==> src/rtl/nco_pkg.sv <==
package nco_pkg;
  // accumulator update mode chosen from the control flags
  typedef enum logic [1:0] {
    ACC_RUN  = 2'd0,
    ACC_HOLD = 2'd1,
    ACC_ZERO = 2'd2
  } acc_mode_e;
endpackage

==> src/rtl/nco_rst_sync.sv <==
module nco_rst_sync (
  input  logic clk,
  input  logic rst_n,
  output logic rst_n_sync
);
  logic [1:0] stage_q;

  always_ff @(posedge clk or negedge rst_n) begin
    if (!rst_n) stage_q <= 2'b00;
    else        stage_q <= {stage_q[0], 1'b1};
  end

  assign rst_n_sync = stage_q[1];
endmodule

==> src/rtl/nco_word_sel.sv <==
module nco_word_sel #(
  parameter int W = 32,
  parameter int N = 2,
  localparam int SW = (N > 1) ? $clog2(N) : 1
) (
  input  logic [N*W-1:0] words,
  input  logic [SW-1:0]  sel,
  output logic [W-1:0]   word
);
  logic [W-1:0] slot [N];

  for (genvar g = 0; g < N; g++) begin : g_slot
    assign slot[g] = words[g*W +: W];
  end

  if (N == 1) begin : g_single
    assign word = slot[0];
  end else begin : g_multi
    always_comb begin
      word = slot[0];
      for (int i = 0; i < N; i++) begin
        if (sel == SW'(i)) word = slot[i];
      end
    end
  end
endmodule

==> src/rtl/nco_accum.sv <==
module nco_accum
  import nco_pkg::*;
#(
  parameter int ACC_W = 32
) (
  input  logic             clk,
  input  logic             rst_n,
  input  acc_mode_e        mode,
  input  logic [ACC_W-1:0] ftw,
  output logic [ACC_W-1:0] acc_d,
  output logic [ACC_W-1:0] acc_q
);
  logic acc_en;

  always_comb begin
    acc_en = 1'b1;
    unique case (mode)
      ACC_RUN:  acc_d = acc_q + ftw;
      ACC_ZERO: acc_d = '0;
      ACC_HOLD: begin
        acc_d  = acc_q;
        acc_en = 1'b0;
      end
      default: begin
        acc_d  = acc_q;
        acc_en = 1'b0;
      end
    endcase
  end

  always_ff @(posedge clk or negedge rst_n) begin
    if (!rst_n)      acc_q <= '0;
    else if (acc_en) acc_q <= acc_d;
  end

  assert_acc_step_R2: assert property (@(posedge clk) disable iff (!rst_n)
    (mode == ACC_RUN) |=> (acc_q == $past(acc_q) + $past(ftw)));

  assert_acc_zero_R5: assert property (@(posedge clk) disable iff (!rst_n)
    (mode == ACC_ZERO) |=> (acc_q == '0));

  assert_acc_freeze_R6: assert property (@(posedge clk) disable iff (!rst_n)
    (mode == ACC_HOLD) |=> $stable(acc_q));
endmodule

==> src/rtl/nco_phase_stage.sv <==
module nco_phase_stage #(
  parameter int PH_W = 12
) (
  input  logic            clk,
  input  logic            rst_n,
  input  logic [PH_W-1:0] acc_top,
  input  logic [PH_W-1:0] poff,
  input  logic            hold,
  input  logic            zero,
  output logic [PH_W-1:0] phase_q,
  output logic            vld_q
);
  logic [PH_W-1:0] phase_d;
  logic            vld_d;

  always_comb begin
    if (zero) begin
      phase_d = '0;
      vld_d   = 1'b0;
    end else if (hold) begin
      phase_d = phase_q;
      vld_d   = 1'b0;
    end else begin
      phase_d = acc_top + poff;
      vld_d   = 1'b1;
    end
  end

  always_ff @(posedge clk or negedge rst_n) begin
    if (!rst_n) begin
      phase_q <= '0;
      vld_q   <= 1'b0;
    end else begin
      phase_q <= phase_d;
      vld_q   <= vld_d;
    end
  end

  assert_phase_sum_R3: assert property (@(posedge clk) disable iff (!rst_n)
    (!zero && !hold) |=> (vld_q && phase_q == PH_W'($past(acc_top) + $past(poff))));

  assert_sleep_hold_R6: assert property (@(posedge clk) disable iff (!rst_n)
    (hold && !zero) |=> (!vld_q && $stable(phase_q)));

  assert_zero_out_R5: assert property (@(posedge clk) disable iff (!rst_n)
    zero |=> (!vld_q && phase_q == '0));
endmodule

==> src/rtl/nco_phase_core.sv <==
module nco_phase_core
  import nco_pkg::*;
#(
  parameter int ACC_W  = 32,
  parameter int PH_W   = 12,
  parameter int N_FTW  = 2,
  parameter int N_POFF = 4,
  localparam int FS_W  = (N_FTW > 1) ? $clog2(N_FTW) : 1,
  localparam int PS_W  = (N_POFF > 1) ? $clog2(N_POFF) : 1
) (
  input  logic                    clk,
  input  logic                    rst_n,
  input  logic [N_FTW*ACC_W-1:0]  ftw_words,
  input  logic [N_POFF*PH_W-1:0]  poff_words,
  input  logic [FS_W-1:0]         ftw_sel,
  input  logic [PS_W-1:0]         poff_sel,
  input  logic                    sleep_req,
  input  logic                    rst_req,
  input  logic                    clr_req,
  output logic [PH_W-1:0]         phase_word,
  output logic                    phase_vld
);
  localparam logic [ACC_W-1:0] FTW_MAX = ACC_W'(1) << (ACC_W - 1);

  logic             rst_n_s;
  logic [ACC_W-1:0] ftw_cur;
  logic [PH_W-1:0]  poff_cur;
  logic [ACC_W-1:0] acc_d;
  logic [ACC_W-1:0] acc_q;
  acc_mode_e        mode;

  nco_rst_sync u_rst (
    .clk        (clk),
    .rst_n      (rst_n),
    .rst_n_sync (rst_n_s)
  );

  nco_word_sel #(.W(ACC_W), .N(N_FTW)) u_ftw_sel (
    .words (ftw_words),
    .sel   (ftw_sel),
    .word  (ftw_cur)
  );

  nco_word_sel #(.W(PH_W), .N(N_POFF)) u_poff_sel (
    .words (poff_words),
    .sel   (poff_sel),
    .word  (poff_cur)
  );

  // flag priority: reset flag, then clear, then sleep
  always_comb begin
    if (rst_req || clr_req) mode = ACC_ZERO;
    else if (sleep_req)     mode = ACC_HOLD;
    else                    mode = ACC_RUN;
  end

  nco_accum #(.ACC_W(ACC_W)) u_acc (
    .clk   (clk),
    .rst_n (rst_n_s),
    .mode  (mode),
    .ftw   (ftw_cur),
    .acc_d (acc_d),
    .acc_q (acc_q)
  );

  nco_phase_stage #(.PH_W(PH_W)) u_phase (
    .clk     (clk),
    .rst_n   (rst_n_s),
    .acc_top (acc_d[ACC_W-1 -: PH_W]),
    .poff    (poff_cur),
    .hold    (sleep_req),
    .zero    (rst_req),
    .phase_q (phase_word),
    .vld_q   (phase_vld)
  );

  assert_nyquist_limit_R9: assert property (@(posedge clk) disable iff (!rst_n_s)
    (mode == ACC_RUN) |-> (ftw_cur <= FTW_MAX));

  assert_clear_restart_R7: assert property (@(posedge clk) disable iff (!rst_n_s)
    (clr_req && !rst_req && !sleep_req) |=> (acc_q == '0 && phase_vld && phase_word == $past(poff_cur)));

  assert_flag_priority_R8: assert property (@(posedge clk) disable iff (!rst_n_s)
    rst_req |=> (acc_q == '0 && !phase_vld && phase_word == '0));
endmodule

==> config.mk <==
export PLATFORM = sky130hd
export DESIGN_NAME = nco_phase_core
export DESIGN_NICKNAME = d
export VERILOG_FILES = /design/src/rtl/nco_pkg.sv /design/src/rtl/nco_rst_sync.sv /design/src/rtl/nco_word_sel.sv /design/src/rtl/nco_accum.sv /design/src/rtl/nco_phase_stage.sv /design/src/rtl/nco_phase_core.sv
export SDC_FILE = /design/constraint.sdc
export NUM_CORES = 1
export LEC_CHECK = 0
export BUFFER_PORTS_ARGS = -buffer_cell sky130_fd_sc_hd__buf_4
export CORE_MARGIN = 8
export CORE_UTILIZATION = 30
export DETAILED_ROUTE_END_ITERATION = 10
export GPL_TIMING_DRIVEN = 0
export PLACE_DENSITY = 0.59
export SLEW_MARGIN = 40
export SYNTH_ARGS = -nofsm -noshare
export SYNTH_HDL_FRONTEND = slang
export SYNTH_SLANG_ARGS = --single-unit
==> constraint.sdc <==
create_clock -name clk -period 2.37 [get_ports clk]
set_input_delay 0.474 -clock clk [delete_from_list [all_inputs] [get_ports clk]]
set_output_delay 0.474 -clock clk [all_outputs]
set_load 0.03 [all_outputs]
==> impl_metrics.csv, run 1 <==
group,metric,value,unit
run_status,status,"complete, but fails checks",
run_status,violations,"setup timing",
clock_network,max-clock-path-buffers,2,
setup_path,r2r_cells,19,
setup_path,crit_required,2.56,ns
layout,area_delta_synth_final,58.0,%
grt,grt_max_degree,33,
die,core_area,15100,µm²
sta,min_period,4.92,ns
grt,grt_pass1_vias,5173,
setup_path,r2r-start,"u_acc.acc_q[5]$_DFFE_PN0N_",
clock_network,cts_root_buffer,"clkbuf_16",
power,ir_worst_vdd,324,µV
setup_path,cp-start-kind,"input pin",
synth,synth_ff_type,"dfrtp_1",
synth,synth-async-reset-ratio,100,%
sta,relSlewSlack,62.1,%
synth,synth-warning-count,0,
layout,multi_input_area,3980,µm²
run,cap_violations,0,
min_path,holdCritPathClass,"flop to asynchronous set/reset pin",
die,die-area,19700,µm²
sta,hold_viol,0,
placed_design,io_buffers,130,
setup_path,r2r_slack,-2.19,ns
routing,drc,0,
sta,clock_skew,0.00927,ns
routing,drtIter0Drc,190,
layout,n_antenna_cell,0,
placed_design,dpl_cell_area,6060,µm²
synth,synth-edff-count,0,
routing,vias,4688,
routing,ant_nets,0,
sta,setup_viol,36,
grt,grt_first_pass_wirelength,25000,µm
synth,syn_nets,671,
sta,rsz0062_at_grt,"yes",
synth,ys_seq_area_share,25.4,%
die,io_pins,133,
layout,seqCellArea,1180,µm²
synth,synth-seq-cells,47,
power,total_power,3.12,mW
sta,max_freq,203,MHz
die,chipHeight,140,µm
grt,overflow,0,
sta,fin_crit_sh,208,%
sta,worst_slack,-2.55,ns
routing,drt_pass1_iterations,4,
setup_path,cp-end-kind,"flop",
clock_network,clock_latency,0.29,ns
sta,drv_slew,0,
synth,synth_cell_types,64,
power,p_leak,3.36,nW
clock_network,cts_max_level,2,
power,p_per_area,426,nW/µm²
clock_network,cts_tree,"built",
routing,wl_met2,7630,µm
routing,route.met3.wl,1030,µm
die,die_w,140,µm
layout,n_fill_cell,1399,
clock_network,cts_inserted_buffers,5,
setup_path,crit_path_max_fanout,5,
sta,tightest_slew,0.569,ns
synth,avgSynthCellArea,9.15,µm²
die,rows,45,
grt,grt_antenna_before_repair,0,
synth,syn_inst,507,
clock_network,cts.sinks,47,
synth,netlist_area,4640,µm²
layout,final_net_count,873,
clock_network,clk_pin_slew,0.06,ns
routing,drt-vias-per-instance,5.22,
layout,drive_above_1_share,50.3,%
die,initial_utilization,30.6,%
setup_path,worstPathArrival,5.11,ns
routing,top_layer,"met4",
setup_path,r2r-end,"u_phase.phase_q[11]$_DFFE_PN0P_",
placed_design,globalplace.congestion,0.834,
routing,wire_per_inst,17.4,µm
setup_path,max_stage_delay,0.39,ns
grt,grt_use_total,15.4,%
setup_path,critPathKind,"input pin to flop",
layout,final_area,7330,µm²
setup_path,worstPathCellList,"clkbuf_16, clkbuf_16, mux2_4, ha_4, inv_2, fa_2, nand2b_4, a21oi_4, o21ba_4, a221oi_4, o21ai_2, a21oi_2, o21ai_2, a221o_1, a31oi_2, xor2_1, o21ai_1, ha_1, buf_4, and3_1, or3_1, o211ai_1, xnor2_1, o31ai_1",
routing,drt-total-wl,15600,µm
routing,wl_met1,6790,µm
setup_path,slowest_stage,"a221o_1",
placed_design,hpwlAfterDp,11300,µm
## Yosys cell counts, types with 9 or more instances
cell      instances  area [µm²]
xor2_1           20         175
mux4_2           12         270
a21o_1           13        97.6
clkbuf_1         19        71.3
a21oi_1          35         175
inv_1            13        48.8
nand2_1          48         180
nand2b_1          9        56.3
nand3_1           9        45.0
ha_1             42         526
o21ai_0          46         230
mux2_2           30         338
nor2_1           24        90.1
xnor2_1          13         114
dfrtp_1          47        1180
nor3_1           10        50.1
o21ai_1           9        45.0
## sequential cells by signal, indices dropped and copies added (netlist names), named ones only
signal	flops
u_rst.stage_q	2
u_phase.vld_q	1
u_phase.phase_q	12
u_acc.acc_q	31
## placed cells by master, fill, tap and decap left out, types with 8 or more instances in the layout
master / netlist / routed
nand3_1: 9 / 8
a21oi_2: 2 / 10
xnor2_1: 13 / 9
ha_4: 0 / 16
mux2_2: 30 / 26
dfrtp_1: 47 / 46
nor2_1: 24 / 22
xor2_1: 20 / 15
nand2_1: 48 / 45
clkbuf_16: 0 / 8
o21ai_0: 46 / 19
buf_4: 0 / 178
mux4_2: 12 / 12
inv_1: 13 / 11
o21ai_2: 0 / 10
clkbuf_1: 19 / 16
buf_6: 0 / 14
ha_1: 42 / 22
o21ai_1: 9 / 26
a21o_1: 13 / 13
a21oi_1: 35 / 20
## worst max-delay path, delay by kind of cell
kind	cells	cell delay, ns
AOI/OAI and AO/OA	11	2.06
xor gates and xnor gates	2	0.34
adders and majority gates	3	0.72
buffers and inverters	4	0.51
muxes	1	0.33
and+or+nand+nor	3	0.66
## repair_timing
item / in CTS / in global routing
setup buffers: 42 / 27
gates cloned: 1 / 0
resized for setup: 77 / 49
hold endpoints to repair: 2 / 0
endpoints found under the setup margin: 37 / 37
hold buffers: 1 / 0
pin swaps: 55 / 54
## per-stage QoR
stage	TNS [ns]	instances	worst slack, ns	utilization [%]	hold slack [ns]
final	-37.96	898	-2.55	48.4	0.174
after global routing	-43.25	898	-2.73	48.4	0.194
after CTS	-36.86	877	-2.49	45.7	0.181
after detailed placement	-54.82	826	-3.14	40.0	0.176
after global placement	-53.08	825	-3.07	39.9	0.257
after floorplan	-36.27	507	-2.43	-	0.178
## worst max-delay path by stage
stage | startpoint | endpoint | cells past startpoint
3_5_place_dp | ftw_sel | u_phase.phase_q[11]$_DFFE_PN0P_ | 26
2_1_floorplan | ftw_sel | u_phase.phase_q[11]$_DFFE_PN0P_ | 23
6_report | ftw_sel | u_phase.phase_q[11]$_DFFE_PN0P_ | 24
5_1_grt | ftw_sel | u_phase.phase_q[11]$_DFFE_PN0P_ | 25
3_3_place_gp | ftw_sel | u_phase.phase_q[11]$_DFFE_PN0P_ | 23
4_1_cts | ftw_sel | u_phase.phase_q[11]$_DFFE_PN0P_ | 23
## logic make-up (layout without fill, tap and decap cells)
logic type	Yosys count	in the layout	synth area share, %
other	1	1	0.0809
muxes	51	51	15.3
buffers and inverters	36	239	2.97
xor gates and xnor gates	34	34	6.58
adders and majority gates	44	44	12.2
AOI/OAI and AO/OA	157	157	22.3
DFF	47	47	25.4
and+or+nand+nor	137	137	15.3
## power breakdown
part | switching, mW | internal (mW)
registers | 0.0425 | 0.856
clock network | 0.315 | 0.450
logic | 0.710 | 0.746
total | 1.07 | 2.05
## layout make-up
class | instances | area share [%]
Buffer | 22 | 2.36
Clock buffer | 8 | 2.13
Inverter | 13 | 0.666
Multi-Input combinational cell | 424 | 54.3
Sequential cell | 47 | 16.1
Tap cell | 188 | 3.21
Timing Repair Buffer | 196 | 21.2
## metal layers
layer	vias up	track usage [%]
met2	155	26.4
met3	18	4.42
met4	0	3.03
met1	2223	18.8
met5	-	0
li1	2292	-
(Power assumes the default switching activity.)
==> inputs of run 2 (changes only) <==
--- a/config.mk
+++ b/config.mk
@@ -5,6 +5,7 @@
 export SDC_FILE = /design/constraint.sdc
 export NUM_CORES = 1
 export LEC_CHECK = 0
+export ABC_AREA = 1
 export BUFFER_PORTS_ARGS = -buffer_cell sky130_fd_sc_hd__buf_4
 export CORE_MARGIN = 8
 export CORE_UTILIZATION = 30
==> impl_metrics.csv, run 2 <==
group,metric,value,unit
routing,vias,5111,
grt,grt_max_degree,34,
routing,drt_pass1_iterations,4,
grt,grt_first_pass_wirelength,26300,µm
sta,setup_viol,22,
layout,layout.cells.most_common,"nand2_1",
die,core_area,15700,µm²
run,cap_violations,0,
synth,ys_seq_area_share,24.8,%
setup_path,critPathCapture,"u_phase.phase_q[11]$_DFFE_PN0P_",
layout,drive_above_1_share,41.2,%
setup_path,crit_path_max_fanout,6,
routing,ant_nets,0,
synth,synth_ff_type,"dfrtp_1",
clock_network,cts.sinks,47,
layout,top_register,"u_acc.acc_q",
synth,synth-seq-cells,47,
synth,synth-edff-count,0,
grt,grt_antenna_before_repair,0,
setup_path,r2r_cells,28,
synth,synth-async-reset-ratio,100,%
layout,final_area,7240,µm²
synth,synth_top_area_share,24.8,%
synth,synth_commonest_cells,"nand2_1, inv_1, nor2_1, a21oi_1, dfrtp_1",
placed_design,globalplace.congestion,0.841,
setup_path,cp-start-kind,"input pin",
setup_path,max_stage_delay,0.33,ns
clock_network,cts_inserted_buffers,5,
synth,synth.most_common_cell,"nand2_1",
layout,n_antenna_cell,0,
setup_path,cp-end-kind,"flop",
setup_path,critPathKind,"input pin to flop",
layout,largest_register_ffs,31,
die,rows,46,
setup_path,r2r-start,"u_acc.acc_q[0]$_DFFE_PN0N_",
routing,drt-total-wl,15900,µm
sta,tightest_slew,0.595,ns
sta,timing.hold.ws,0.183,ns
clock_network,clock_latency,0.30,ns
synth,synth_cell_types,42,
sta,clock_skew,0.00404,ns
power,ir_worst_vdd,279,µV
grt,grt_pass1_vias,5471,
sta,max_freq,272,MHz
die,initial_utilization,30.3,%
run_status,violations,"setup timing",
sta,rsz0062_at_grt,"yes",
clock_network,max-clock-path-buffers,2,
setup_path,slowest_stage,"fa_2",
routing,wire_per_inst,14.7,µm
run_status,status,"complete, but fails checks",
placed_design,post-place-cells,1041,
layout,final_core_util,46.3,%
clock_network,cts_max_level,2,
power,p_per_area,404,nW/µm²
synth,syn_inst,694,
layout,area_delta_synth_final,52.9,%
clock_network,cts_root_buffer,"clkbuf_16",
clock_network,clk_pin_slew,0.07,ns
sta,worst_slack,-1.31,ns
layout,stdcell_count,1080,
sta,drv_slew,0,
sta,setup_tns,-15.31,ns
die,die-area,20100,µm²
layout,final_net_count,1027,
setup_path,crit_required,2.56,ns
grt,overflow,0,
routing,drc,0,
routing,drt-vias-per-instance,4.73,
synth,synth_largest_area_cell,"dfrtp_1",
min_path,holdCritPathClass,"flop to asynchronous set/reset pin",
die,io_pins,133,
synth,syn_nets,858,
placed_design,place_ws,-1.98,ns
power,total_power,2.93,mW
sta,min_period,3.68,ns
sta,relSlewSlack,60.4,%
sta,hold_viol,0,
placed_design,io_buffers,130,
die,die_w,142,µm
placed_design,dpl_cell_area,6270,µm²
setup_path,worstPathArrival,3.87,ns
setup_path,r2r-end,"u_phase.phase_q[11]$_DFFE_PN0P_",
synth,synthTopCellsByArea,"dfrtp_1, nand2_1, ha_1",
die,chipHeight,142,µm
grt,grt_use_total,16.2,%
layout,mostFrequentLayoutCells,"nand2_1, buf_4, inv_1",
placed_design,hpwlAfterDp,12300,µm
layout,top_regs,"u_acc.acc_q: 31 flops, u_phase.phase_q: 12 flops, u_rst.stage_q: 2 flops",
clock_network,cts_tree,"built",
sta,fin_crit_sh,155,%
setup_path,r2r_slack,-1.03,ns
synth,avgSynthCellArea,6.82,µm²
synth,netlist_area,4740,µm²
routing,drtIter0Drc,191,
setup_path,critical_path.startpoint,"ftw_sel",
power,p_leak,3.72,nW
synth,synth-warning-count,0,
-- run 2: cell count changes after synthesis, moves of 9 or more --
cell / previous run / this run
inv_1: 13 / 78
nor2_1: 24 / 54
nand3_1: 9 / 28
mux4_2: 12 / 0
a21oi_1: 35 / 49
nand2_1: 48 / 212
nand2b_1: 9 / 0
xor2_1: 20 / 4
-- run 2: per-layer routing --
| layer | track usage (%) | vias to the layer above | wire length [µm] |
|---|---|---|---|
| li1 | - | 2637 | - |
| met1 | 19.3 | 2352 | 6980 |
| met2 | 28.5 | 115 | 7760 |
| met3 | 4.20 | 7 | 1010 |
| met4 | 3.39 | 0 | 125 |
| met5 | 0 | - | 0 |
-- run 2: final cells by class --
cell class                 instances  area (µm²)
fill                            1591        8410
multi-input combinational        549        3930
timing repair buffer             162        1260
sequential                        47        1180
inverter                          83         320
tap                              216         270
buffer                            15         139
clock buffer                       5         125
clock inverter                     3        15.0
-- run 2: where the power goes --
part	switching, mW	internal, mW	leakage, nW
registers	0.0451	0.853	0.632
clock network	0.337	0.387	0.0733
logic	0.687	0.616	3.01
-- run 2: worst min-delay path by stage --
stage / from / to / slack [ns] / depth (start not counted)
CTS: u_rst.stage_q[1]$_DFF_PN0_ / u_acc.acc_q[2]$_DFFE_PN0N_ / 0.20 / 0
global placement: rst_n / u_rst.stage_q[0]$_DFF_PN0_ / 0.26 / 1
floorplan: rst_n / u_rst.stage_q[0]$_DFF_PN0_ / 0.18 / 0
detailed placement: u_rst.stage_q[1]$_DFF_PN0_ / u_acc.acc_q[2]$_DFFE_PN0N_ / 0.19 / 0
global route: u_rst.stage_q[1]$_DFF_PN0_ / u_acc.acc_q[2]$_DFFE_PN0N_ / 0.20 / 0
finish: u_rst.stage_q[1]$_DFF_PN0_ / u_acc.acc_q[2]$_DFFE_PN0N_ / 0.18 / 0
-- run 2: critical path, delay by kind of cell --
kind	cells	cell delay (ns)
AO/OA/AOI/OAI	5	0.53
adder cells (fa/ha/maj)	3	0.75
buffers and inverters	6	0.55
multiplexers	1	0.21
AND/OR/NAND/NOR	16	1.33
-- run 2: repair_timing --
action / 4_1_cts / 5_1_grt
resized for setup: 69 / 65
gates cloned: 1 / 0
endpoints found under the hold margin: 2 / 0
buffers inserted: 30 / 8
hold buffers: 1 / 0
pin swaps: 48 / 23
endpoints found under the setup margin: 26 / 34
-- run 2: kinds of logic after synthesis --
logic type,synth area share (%)
XOR/XNOR,2.22
flip-flops,24.8
buffers and inverters,7.93
AND/OR/NAND/NOR,28.9
other,0.0792
adder cells (fa/ha/maj),11.9
multiplexers,7.34
AO/OA/AOI/OAI,16.8
